<file path="config.mk">
export PLATFORM = sky130hd
export DESIGN_NAME = v64_vram_xlate
export DESIGN_NICKNAME = d
export VERILOG_FILES = /design/src/rtl/v64_xlate_pkg.sv /design/src/rtl/v64_lane_calc.sv /design/src/rtl/v64_beat_gen.sv /design/src/rtl/v64_sext.sv /design/src/rtl/v64_vram_xlate.sv
export SDC_FILE = /design/constraint.sdc
export NUM_CORES = 1
export LEC_CHECK = 0
export BUFFER_PORTS_ARGS = -buffer_cell sky130_fd_sc_hd__buf_4
export CORE_ASPECT_RATIO = 0.9
export CORE_MARGIN = 2
export CORE_UTILIZATION = 55
export DETAILED_ROUTE_END_ITERATION = 10
export GPL_TIMING_DRIVEN = 0
export HOLD_SLACK_MARGIN = 0.15
export PLACE_DENSITY = 0.82
export SLEW_MARGIN = 20
export SYNTH_ARGS = -nofsm -noshare
export SYNTH_HDL_FRONTEND = slang
export SYNTH_SLANG_ARGS = --single-unit
</file>
<file path="constraint.sdc">
create_clock -name clk -period 9.4 [get_ports clk]
set_clock_uncertainty 0.2 [all_clocks]
set_input_delay 1.88 -clock clk [delete_from_list [all_inputs] [get_ports clk]]
set_output_delay 1.88 -clock clk [all_outputs]
set_load 0.005 [all_outputs]
</file>
<file path="src/rtl/v64_xlate_pkg.sv">
package v64_xlate_pkg;
  localparam int V64_BURST_BYTES = 32;
  localparam int V64_LEN_W = $clog2(V64_BURST_BYTES + 1);

  typedef enum logic [1:0] {
    K_BYTE  = 2'd0,
    K_HALF  = 2'd1,
    K_WORD  = 2'd2,
    K_BURST = 2'd3
  } v64_kind_e;

  function automatic logic [V64_LEN_W-1:0] kind_len(v64_kind_e k);
    case (k)
      K_BYTE:  kind_len = V64_LEN_W'(1);
      K_HALF:  kind_len = V64_LEN_W'(2);
      K_WORD:  kind_len = V64_LEN_W'(4);
      default: kind_len = V64_LEN_W'(V64_BURST_BYTES);
    endcase
  endfunction
endpackage

</file>
<file path="src/rtl/v64_lane_calc.sv">
module v64_lane_calc #(
  parameter int ADDR_W = 23,
  parameter int LEN_W  = 6
) (
  input  logic [ADDR_W-1:0] addr,
  input  logic [LEN_W-1:0]  rem,
  output logic [ADDR_W-3:0] waddr,
  output logic [3:0]        be,
  output logic [LEN_W-1:0]  rem_after,
  output logic [ADDR_W-1:0] addr_after
);
  logic [2:0] avail;
  logic [2:0] take;
  logic [3:0] mask;

  always_comb begin
    avail = 3'd4 - {1'b0, addr[1:0]};
    take  = (rem < LEN_W'(avail)) ? rem[2:0] : avail;
    mask  = 4'((5'd1 << take) - 5'd1);
    be    = mask << addr[1:0];
    rem_after  = rem - LEN_W'(take);
    addr_after = {addr[ADDR_W-1:2] + (ADDR_W-2)'(1), 2'b00};
    // bank select bit moves to the top of the physical word address
    waddr = {addr[2], addr[ADDR_W-1:3]};
  end
endmodule

</file>
<file path="src/rtl/v64_beat_gen.sv">
module v64_beat_gen #(
  parameter int ADDR_W = 23,
  parameter int LEN_W  = 6,
  parameter int PAGE_W = 12
) (
  input  logic                     clk,
  input  logic                     rst,
  input  logic                     cmd_valid,
  output logic                     cmd_ready,
  input  logic [ADDR_W-1:0]        cmd_addr,
  input  logic [LEN_W-1:0]         cmd_len,
  input  logic                     cmd_write,
  output logic                     beat_valid,
  input  logic                     beat_ready,
  output logic [ADDR_W-3:0]        beat_waddr,
  output logic [3:0]               beat_be,
  output logic                     beat_last,
  output logic                     beat_write,
  output logic                     inv_valid,
  output logic [ADDR_W-PAGE_W-1:0] inv_page,
  output logic                     done
);
  localparam int XW = ADDR_W + 1;

  logic [ADDR_W-1:0] nxt_addr;
  logic [LEN_W-1:0]  nxt_rem;
  logic [XW-1:0]     room;
  logic [XW-1:0]     len_ext;
  logic [LEN_W-1:0]  rem0;
  logic              load_cmd, fire, adv;
  logic [ADDR_W-1:0] src_addr;
  logic [LEN_W-1:0]  src_rem;
  logic              src_wr;
  logic [ADDR_W-3:0] c_waddr;
  logic [3:0]        c_be;
  logic [LEN_W-1:0]  c_rem_after;
  logic [ADDR_W-1:0] c_addr_after;

  assign cmd_ready = !beat_valid;
  assign load_cmd  = cmd_valid && cmd_ready;
  assign fire      = beat_valid && beat_ready;
  assign adv       = fire && !beat_last;

  always_comb begin
    room    = {1'b1, {ADDR_W{1'b0}}} - {1'b0, cmd_addr};
    len_ext = {{(XW-LEN_W){1'b0}}, cmd_len};
    rem0    = (len_ext > room) ? room[LEN_W-1:0] : cmd_len;
    src_addr = load_cmd ? cmd_addr : nxt_addr;
    src_rem  = load_cmd ? rem0 : nxt_rem;
    src_wr   = load_cmd ? cmd_write : beat_write;
  end

  v64_lane_calc #(.ADDR_W(ADDR_W), .LEN_W(LEN_W)) calc_i (
    .addr       (src_addr),
    .rem        (src_rem),
    .waddr      (c_waddr),
    .be         (c_be),
    .rem_after  (c_rem_after),
    .addr_after (c_addr_after)
  );

  always_ff @(posedge clk) begin
    if (rst) begin
      beat_valid <= 1'b0;
      beat_waddr <= '0;
      beat_be    <= '0;
      beat_last  <= 1'b0;
      beat_write <= 1'b0;
      nxt_addr   <= '0;
      nxt_rem    <= '0;
      inv_valid  <= 1'b0;
      inv_page   <= '0;
      done       <= 1'b0;
    end else begin
      done      <= fire && beat_last;
      inv_valid <= 1'b0;
      if (load_cmd || adv) begin
        beat_valid <= 1'b1;
        beat_waddr <= c_waddr;
        beat_be    <= c_be;
        beat_last  <= (c_rem_after == '0);
        beat_write <= src_wr;
        nxt_addr   <= c_addr_after;
        nxt_rem    <= c_rem_after;
        inv_valid  <= src_wr && (load_cmd || (src_addr[PAGE_W-1:0] == '0));
        inv_page   <= src_addr[ADDR_W-1:PAGE_W];
      end else if (fire) begin
        beat_valid <= 1'b0;
      end
    end
  end

  AST_BE_NONZERO: assert property (@(posedge clk) disable iff (rst)
    beat_valid |-> (beat_be != 4'b0000));
  AST_BEAT_HOLD: assert property (@(posedge clk) disable iff (rst)
    (beat_valid && !beat_ready) |=> (beat_valid && $stable(beat_waddr) && $stable(beat_be) && $stable(beat_last)));
  AST_BANK_TOGGLE: assert property (@(posedge clk) disable iff (rst)
    (beat_valid && beat_ready && !beat_last) |=> (beat_valid && (beat_waddr[ADDR_W-3] != $past(beat_waddr[ADDR_W-3]))));
  AST_DONE_AFTER_LAST: assert property (@(posedge clk) disable iff (rst)
    done |-> $past(beat_valid && beat_ready && beat_last));
  AST_INV_ON_WRITE: assert property (@(posedge clk) disable iff (rst)
    inv_valid |-> (beat_valid && beat_write));
endmodule

</file>
<file path="src/rtl/v64_sext.sv">
module v64_sext #(
  parameter int DATA_W = 32
) (
  input  logic              clk,
  input  logic              rst,
  input  logic              rd_valid,
  input  logic [1:0]        rd_kind,
  input  logic [1:0]        rd_lane,
  input  logic [DATA_W-1:0] rd_word,
  output logic              rx_valid,
  output logic [DATA_W-1:0] rx_data
);
  import v64_xlate_pkg::*;

  logic [7:0]        byte_sel;
  logic [15:0]       half_sel;
  logic [DATA_W-1:0] ext;

  always_comb begin
    byte_sel = rd_word[{rd_lane, 3'b000} +: 8];
    half_sel = rd_lane[1] ? rd_word[31:16] : rd_word[15:0];
    case (v64_kind_e'(rd_kind))
      K_BYTE:  ext = {{(DATA_W-8){byte_sel[7]}}, byte_sel};
      K_HALF:  ext = {{(DATA_W-16){half_sel[15]}}, half_sel};
      default: ext = rd_word;
    endcase
  end

  always_ff @(posedge clk) begin
    if (rst) begin
      rx_valid <= 1'b0;
      rx_data  <= '0;
    end else begin
      rx_valid <= rd_valid;
      if (rd_valid) rx_data <= ext;
    end
  end

  AST_RX_FOLLOWS: assert property (@(posedge clk) disable iff (rst)
    rx_valid |-> $past(rd_valid));
  AST_BYTE_EXT: assert property (@(posedge clk) disable iff (rst)
    (rd_valid && rd_kind == 2'd0) |=> (rx_data[DATA_W-1:8] == {(DATA_W-8){rx_data[7]}}));
endmodule

</file>
<file path="src/rtl/v64_vram_xlate.sv">
module v64_vram_xlate #(
  parameter int ADDR_W = 23,
  parameter int PAGE_W = 12
) (
  input  logic                     clk,
  input  logic                     rst,
  input  logic                     cmd_valid,
  output logic                     cmd_ready,
  input  logic [1:0]               cmd_kind,
  input  logic [31:0]              cmd_addr,
  input  logic                     cmd_write,
  output logic                     beat_valid,
  input  logic                     beat_ready,
  output logic [ADDR_W-3:0]        beat_waddr,
  output logic [3:0]               beat_be,
  output logic                     beat_last,
  output logic                     beat_write,
  output logic                     inv_valid,
  output logic [ADDR_W-PAGE_W-1:0] inv_page,
  output logic                     done,
  input  logic                     rd_valid,
  input  logic [1:0]               rd_kind,
  input  logic [1:0]               rd_lane,
  input  logic [31:0]              rd_word,
  output logic                     rx_valid,
  output logic [31:0]              rx_data
);
  import v64_xlate_pkg::*;

  logic [V64_LEN_W-1:0] cmd_len;
  logic                 unused_hi_bits;

  assign cmd_len        = kind_len(v64_kind_e'(cmd_kind));
  assign unused_hi_bits = ^cmd_addr[31:ADDR_W];

  v64_beat_gen #(.ADDR_W(ADDR_W), .LEN_W(V64_LEN_W), .PAGE_W(PAGE_W)) gen_i (
    .clk        (clk),
    .rst        (rst),
    .cmd_valid  (cmd_valid),
    .cmd_ready  (cmd_ready),
    .cmd_addr   (cmd_addr[ADDR_W-1:0]),
    .cmd_len    (cmd_len),
    .cmd_write  (cmd_write),
    .beat_valid (beat_valid),
    .beat_ready (beat_ready),
    .beat_waddr (beat_waddr),
    .beat_be    (beat_be),
    .beat_last  (beat_last),
    .beat_write (beat_write),
    .inv_valid  (inv_valid),
    .inv_page   (inv_page),
    .done       (done)
  );

  v64_sext #(.DATA_W(32)) sext_i (
    .clk      (clk),
    .rst      (rst),
    .rd_valid (rd_valid),
    .rd_kind  (rd_kind),
    .rd_lane  (rd_lane),
    .rd_word  (rd_word),
    .rx_valid (rx_valid),
    .rx_data  (rx_data)
  );
endmodule

</file>
After elaboration in Yosys (flattened, before gate mapping). Index checks and enable logic that the tools add are counted. Widths: inputs -> output; s select.

Output and inout bits: 75. Input port bits: 76. Register bits after elaboration: 101. Logic and storage cells: 51.

Muxes and demuxes: 10. Shifts and indexed selects: 3. Bitwise operators: 1. $add $sub $neg: 5. Magnitude comparators: 2. Equal/unequal tests: 3. Reduce and logical (&&, ||, !) cells: 15.

Operators with widths (number): $pmux 32 s2 (1); $shiftx 32x6->8 (1); $gt 6x24->1 (1); $sub 24x23->24 const A (1); $mux 23 (1); $add 21x1->21 const B (1); $pmux 6 s3 (1); $mux 16 (1); $logic_not 12->1 (1); $mux 6 (2); $logic_not 6->1 (1); $lt 6x3->1 (1); $sub 6x3->6 (1); $logic_and 1x1->1 (5); $eq 2x1->1 const B (2); $logic_not 2->1 (2); $shl 1x3->4 const A (1); $shl 4x2->4 (1); $sub 4x1->4 const B (1); $mux 1 (3); $mux 3 (1); $sub 3x2->3 const A (1); $eq 2x2->1 const B (1); $logic_not 1->1 (2); other kinds (4) (5).

Longest topological paths before layout.
Depth after elaboration: 10. Gate-level depth with buffers: 31. Gate-level depth less buffers: 29.

Modules after synthesis. From an unflattened synthesis, not the netlist that was laid out.

Cells, all modules: 797. Area, all modules: 6416.2 µm².

By module, submodules not included: v64_beat_gen (instances 1, area each 3522.1 µm², cells an instance 460); v64_sext (instances 1, area each 1891.8 µm², cells an instance 199); v64_lane_calc (instances 1, area each 972.2 µm², cells an instance 133); v64_vram_xlate (instances 1, area each 30.0 µm², cells an instance 5).

Worst setup path before layout. No wires, ideal clock.

Path type: input to register. From: in cmd_addr[0]. To: reg gen_i.beat_last. Path slack: 1436 ps. Path buffers: 2. Arrival: 7693 ps. Stages: 26. Setup time: 70 ps. Required time: 9130 ps. Cell sequence: clkbuf_1 inv_1 ha_1 or4b_1 o32a_1 a211oi_1 or4b_4 or4_4 a31oi_4 ha_1 o21a_1 o21ai_0 nand2_1 a221o_1 a211o_1 buf_4 o21ai_0 ha_1 inv_1 fa_1 a21oi_1 nand2_1 a31o_2 a221oi_1 nand4_1 a21oi_1.

Cells in the longest elaborated chain, start to end: 8. Elaborated cells on any way between the ends: 10.

Ends and longest elaborated chain: start, declared (RTL line v64_vram_xlate.sv:10) `input logic [31:0] cmd_addr,`; $sub 24x23->24 (RTL line v64_beat_gen.sv:45) `room = {1'b1, {ADDR_W{1'b0}}} - {1'b0, cmd_addr};`; $gt 6x24->1 (RTL line v64_beat_gen.sv:47) `rem0 = (len_ext > room) ? room[LEN_W-1:0] : cmd_len;`; $mux 6 (RTL line v64_beat_gen.sv:47); $mux 6 (RTL line v64_beat_gen.sv:49) `src_rem = load_cmd ? rem0 : nxt_rem;`; $lt 6x3->1 (RTL line v64_lane_calc.sv:18) `take = (rem < LEN_W'(avail)) ? rem[2:0] : avail;`; $mux 3 (RTL line v64_lane_calc.sv:18); $sub 6x3->6 (*) (RTL line v64_lane_calc.sv:21) `rem_after = rem - LEN_W'(take);`; $logic_not 6->1 (*) (RTL line v64_beat_gen.sv:81) `beat_last <= (c_rem_after == '0);`; end signal, assigned (RTL line v64_beat_gen.sv:81); end, declared (RTL line v64_beat_gen.sv:17) `output logic beat_last,`.

Every way passes the cells marked *; elsewhere a longest branch is shown, timed or not. A chain may end at the register's enable or synchronous reset.

Worst setup path in the final report. Ends and elaborated chain as after synthesis.

==> qor.csv <==
stage,metric,value,unit
sta,finalSetupViolations,0,
finish,design_area,7580,um^2
flow_run,max_cap_viol_count,0,
synth,async_flop_share,0,%
sta,tightest_slew,1.20,ns
power,leakage,3.05,nW
power,pwr-share-seq,36.4,%
clock_network,clockRootBuffer,clkbuf_16,
placement,postPlaceCellArea,7250,um^2
die,die_h,104,um
sta,hold_viol,0,
routing,wl_per_cell,18.6,um
finish,final_cell_mix,"142 x buf_4, 107 x nor2_1, 104 x nand2_1",
worst_setup_path,critPathMostFrequentCell,ha_1,
power,switchingPower,0.405,mW
clock_network,clock_path_buffers,2,
global_routing,grt_pass1_wl,31.0,mm
routing,dr_total_vias,6522,
routing,wl_met3,1.69,mm
routing,wl_met2,9.14,mm
clock_network,cts_resized,0,
placement,hpwl,15.2,mm
placement,dp.cells,1055,
sta,tns,0,ns
worst_setup_path,critPathLaunchType,input port,
routing,dr.pass1.iters,8,
die,die_w,115,um
clock_network,cts_tree,done,
worst_setup_path,cp.arrival,8.77,ns
synth,synth.avg_cell_area,7.87,um^2
worst_setup_path,end_kind,register,
sta,relSlewSlack,17.9,%
synth,synth_seq_cells,90,
synth,ys.flop_type,dfxtp_1,
worst_setup_path,cp_max_fo,10,
routing,drt_iter0_markers,645,
worst_setup_path,worstSetupPathType,in -> reg,
worst_setup_path,path_buf_inv,5,
power,pwr_density_cell,163,nW/um^2
power,p_sw_share,32.7,%
finish,final_common_cell,buf_4,
clock_network,numCtsBuffers,9,
sta,drv_slew,0,
power,comb_power_share,31.4,%
global_routing,track_usage,32.5,%
clock_network,cts_sinks,90,
sta,rsz0062_at_grt,no,
global_routing,grt_max_degree,17,
clock_network,clk_pin_slew,0.07,ns
synth,syn_area,6120,um^2
die,core.rowCount,36,
synth,syn-instance-count,778,
sta,timing.final.crit_share,92.5,%
global_routing,grt_pass1_vias,6023,
power,peakVddDrop,0.0970,mV
synth,yosys.cell_types.count,85,
die,die_area,12000,um^2
clock_network,clk_latency,0.35,ns
routing,routed_via_density,6.09,
worst_setup_path,critPathMaxStageDelay,0.58,ns
global_routing,antenna_found_initial,0,
sta,whs,0.280,ns
routing,drc,0,
placement,numPortBuffers,125,
status,status,completed,
die,io_pins,151,
die,initial_utilization,56.4,%
synth,synth.area.top_cells,"dfxtp_1 29%, nor2_1 6.6%, nand2_1 6.4%",
finish,area_delta_synth_final,23.9,%
finish,drive_gt1_share,22.7,%
synth,synth_top_area_cell,dfxtp_1,
routing,top_layer,met4,
sta,fin_crit,8.69,ns
placement,gp_congestion,0.980,
finish,num_antenna_cells,0,
die,coreArea,10900,um^2
synth,yosysTopAreaCellShare,29.4,%
routing,met1_length,8.54,mm
worst_hold_path,hold_path_class,reg -> reg,
placement,dp_slack,0.426,ns
worst_setup_path,cp_top_family,compound AO/OA/AOI/OAI gates,
power,p_clk_share,32.2,%
worst_setup_path,crit_slowest_cell,or4b_1,
clock_network,htree_levels,3,
sta,fin_ws,0.705,ns
worst_setup_path,cp.required,9.48,ns
synth,yosysSeqAreaShare,29.4,%
routing,wl,19.9,mm
finish,nNetsFinal,1004,
power,p_int,0.832,mW
clock_network,postCtsHoldBufs,0,
global_routing,overflow,0,
synth,yosys_warnings,0,
sta,max_freq,115,MHz
synth,synth_edf_count,0,
routing,ant_nets,0,
finish,instances_no_fill,1071,
synth,syn_nets,868,
clock_network,post_cts_buffers,0,
Yosys cell counts (all sizes together) (3+ instances only):
master,instances
a2111oi,3
a211oi,37
a21o,3
a21oi,46
a22oi,10
a311oi,14
a31oi,10
and2,4
and3,8
and4,3
buf,33
clkbuf,39
dfxtp,90
ha,13
inv,16
mux2i,19
mux4,6
nand2,105
nand2b,6
nand3,16
nand3b,5
nand4,7
nor2,107
nor2b,6
nor3,34
nor3b,4
nor4,8
nor4b,4
o21a,3
o21ai,18
o31ai,4
or2,3
or3,9
or4,5
or4b,4
xnor2,28
xor2,15
registers in the layout, summed over array words and instances (netlist names):
name,count
gen_i.nxt_rem,6
gen_i.beat_be,4
gen_i.inv_valid,1
gen_i.done,1
gen_i.beat_valid,1
sext_i.rx_data,32
gen_i.beat_waddr,11
gen_i.inv_page,10
sext_i.rx_valid,1
gen_i.beat_write,1
gen_i.nxt_addr,21
gen_i.beat_last,1
worst register-to-register path, stage by stage (launching register included):
cell      delay (ns)
dfxtp_1         0.43
nand2b_1        0.14
clkbuf_1        0.31
clkbuf_1        0.50
clkbuf_1        0.45
nor2_1          0.15
inv_1           0.16
ha_1            0.28
inv_1           0.09
ha_1            0.24
o21a_1          0.11
o21ai_0         0.15
nand2_1         0.08
a221o_1         0.26
a211o_1         0.29
buf_4           0.18
o21ai_0         0.17
ha_1            0.17
inv_1           0.06
fa_1            0.40
a21oi_1         0.20
nand2_1         0.15
a31o_2          0.28
a221oi_1        0.35
nand4_1         0.24
a21oi_1         0.18
final cells by class:
class                           instances  area (um^2)
Clock buffer                            9          225
Clock inverter                          7          101
Timing Repair Buffer                  125          938
Buffer                                 73          433
Sequential cell                        90         1800
Fill cell                             897         3280
Multi-Input combinational cell        599         3830
Tap cell                              152          190
Inverter                               16         60.1
layer usage:
layer,global-route usage (%),vias to the layer above
li1,-,3052
met1,44.4,3059
met2,51.3,351
met3,6.99,60
met4,9.98,0
met5,0,-
power by group through the flow:
stage / clock network, mW / registers (mW) / logic (mW)
CTS: 0.399 / 0.449 / 0.381
detailed placement: 0 / 0.457 / 0.378
global route: 0.413 / 0.453 / 0.421
finish: 0.398 / 0.450 / 0.388
global placement: 0 / 0.456 / 0.367
floorplan: 0 / 0.452 / 0.247
worst paths after layout:
path / slack, ns / end / depth (start not counted) / start
worst min register to register: 0.28 / gen_i.nxt_addr[2] / 2 / gen_i.nxt_addr[2]
worst max-delay path: 0.71 / gen_i.beat_last / 28 / cmd_addr[0]
worst max register to register: 3.09 / gen_i.beat_last / 25 / gen_i.beat_valid
worst min-delay path: 0.28 / gen_i.nxt_addr[2] / 2 / gen_i.nxt_addr[2]
through the flow:
stage / utilization, % / total power, mW
2_1_floorplan: - / 0.699
3_3_place_gp: 66.8 / 0.823
3_5_place_dp: 66.8 / 0.835
4_1_cts: 69.8 / 1.23
5_1_grt: 69.8 / 1.29
6_report: 69.8 / 1.24
logic make-up (layout without fill, tap and decap cells):
logic type | count (synthesis) | after routing | share of synthesized area, %
xor+xnor | 43 | 43 | 6.15
compound gates | 172 | 172 | 20.0
simple gates | 343 | 343 | 27.6
flops | 90 | 90 | 29.4
mux | 27 | 27 | 5.75
fa+ha+maj | 14 | 14 | 2.99
buf+inv | 89 | 230 | 8.06
Power figures use the tool's default switching activity.
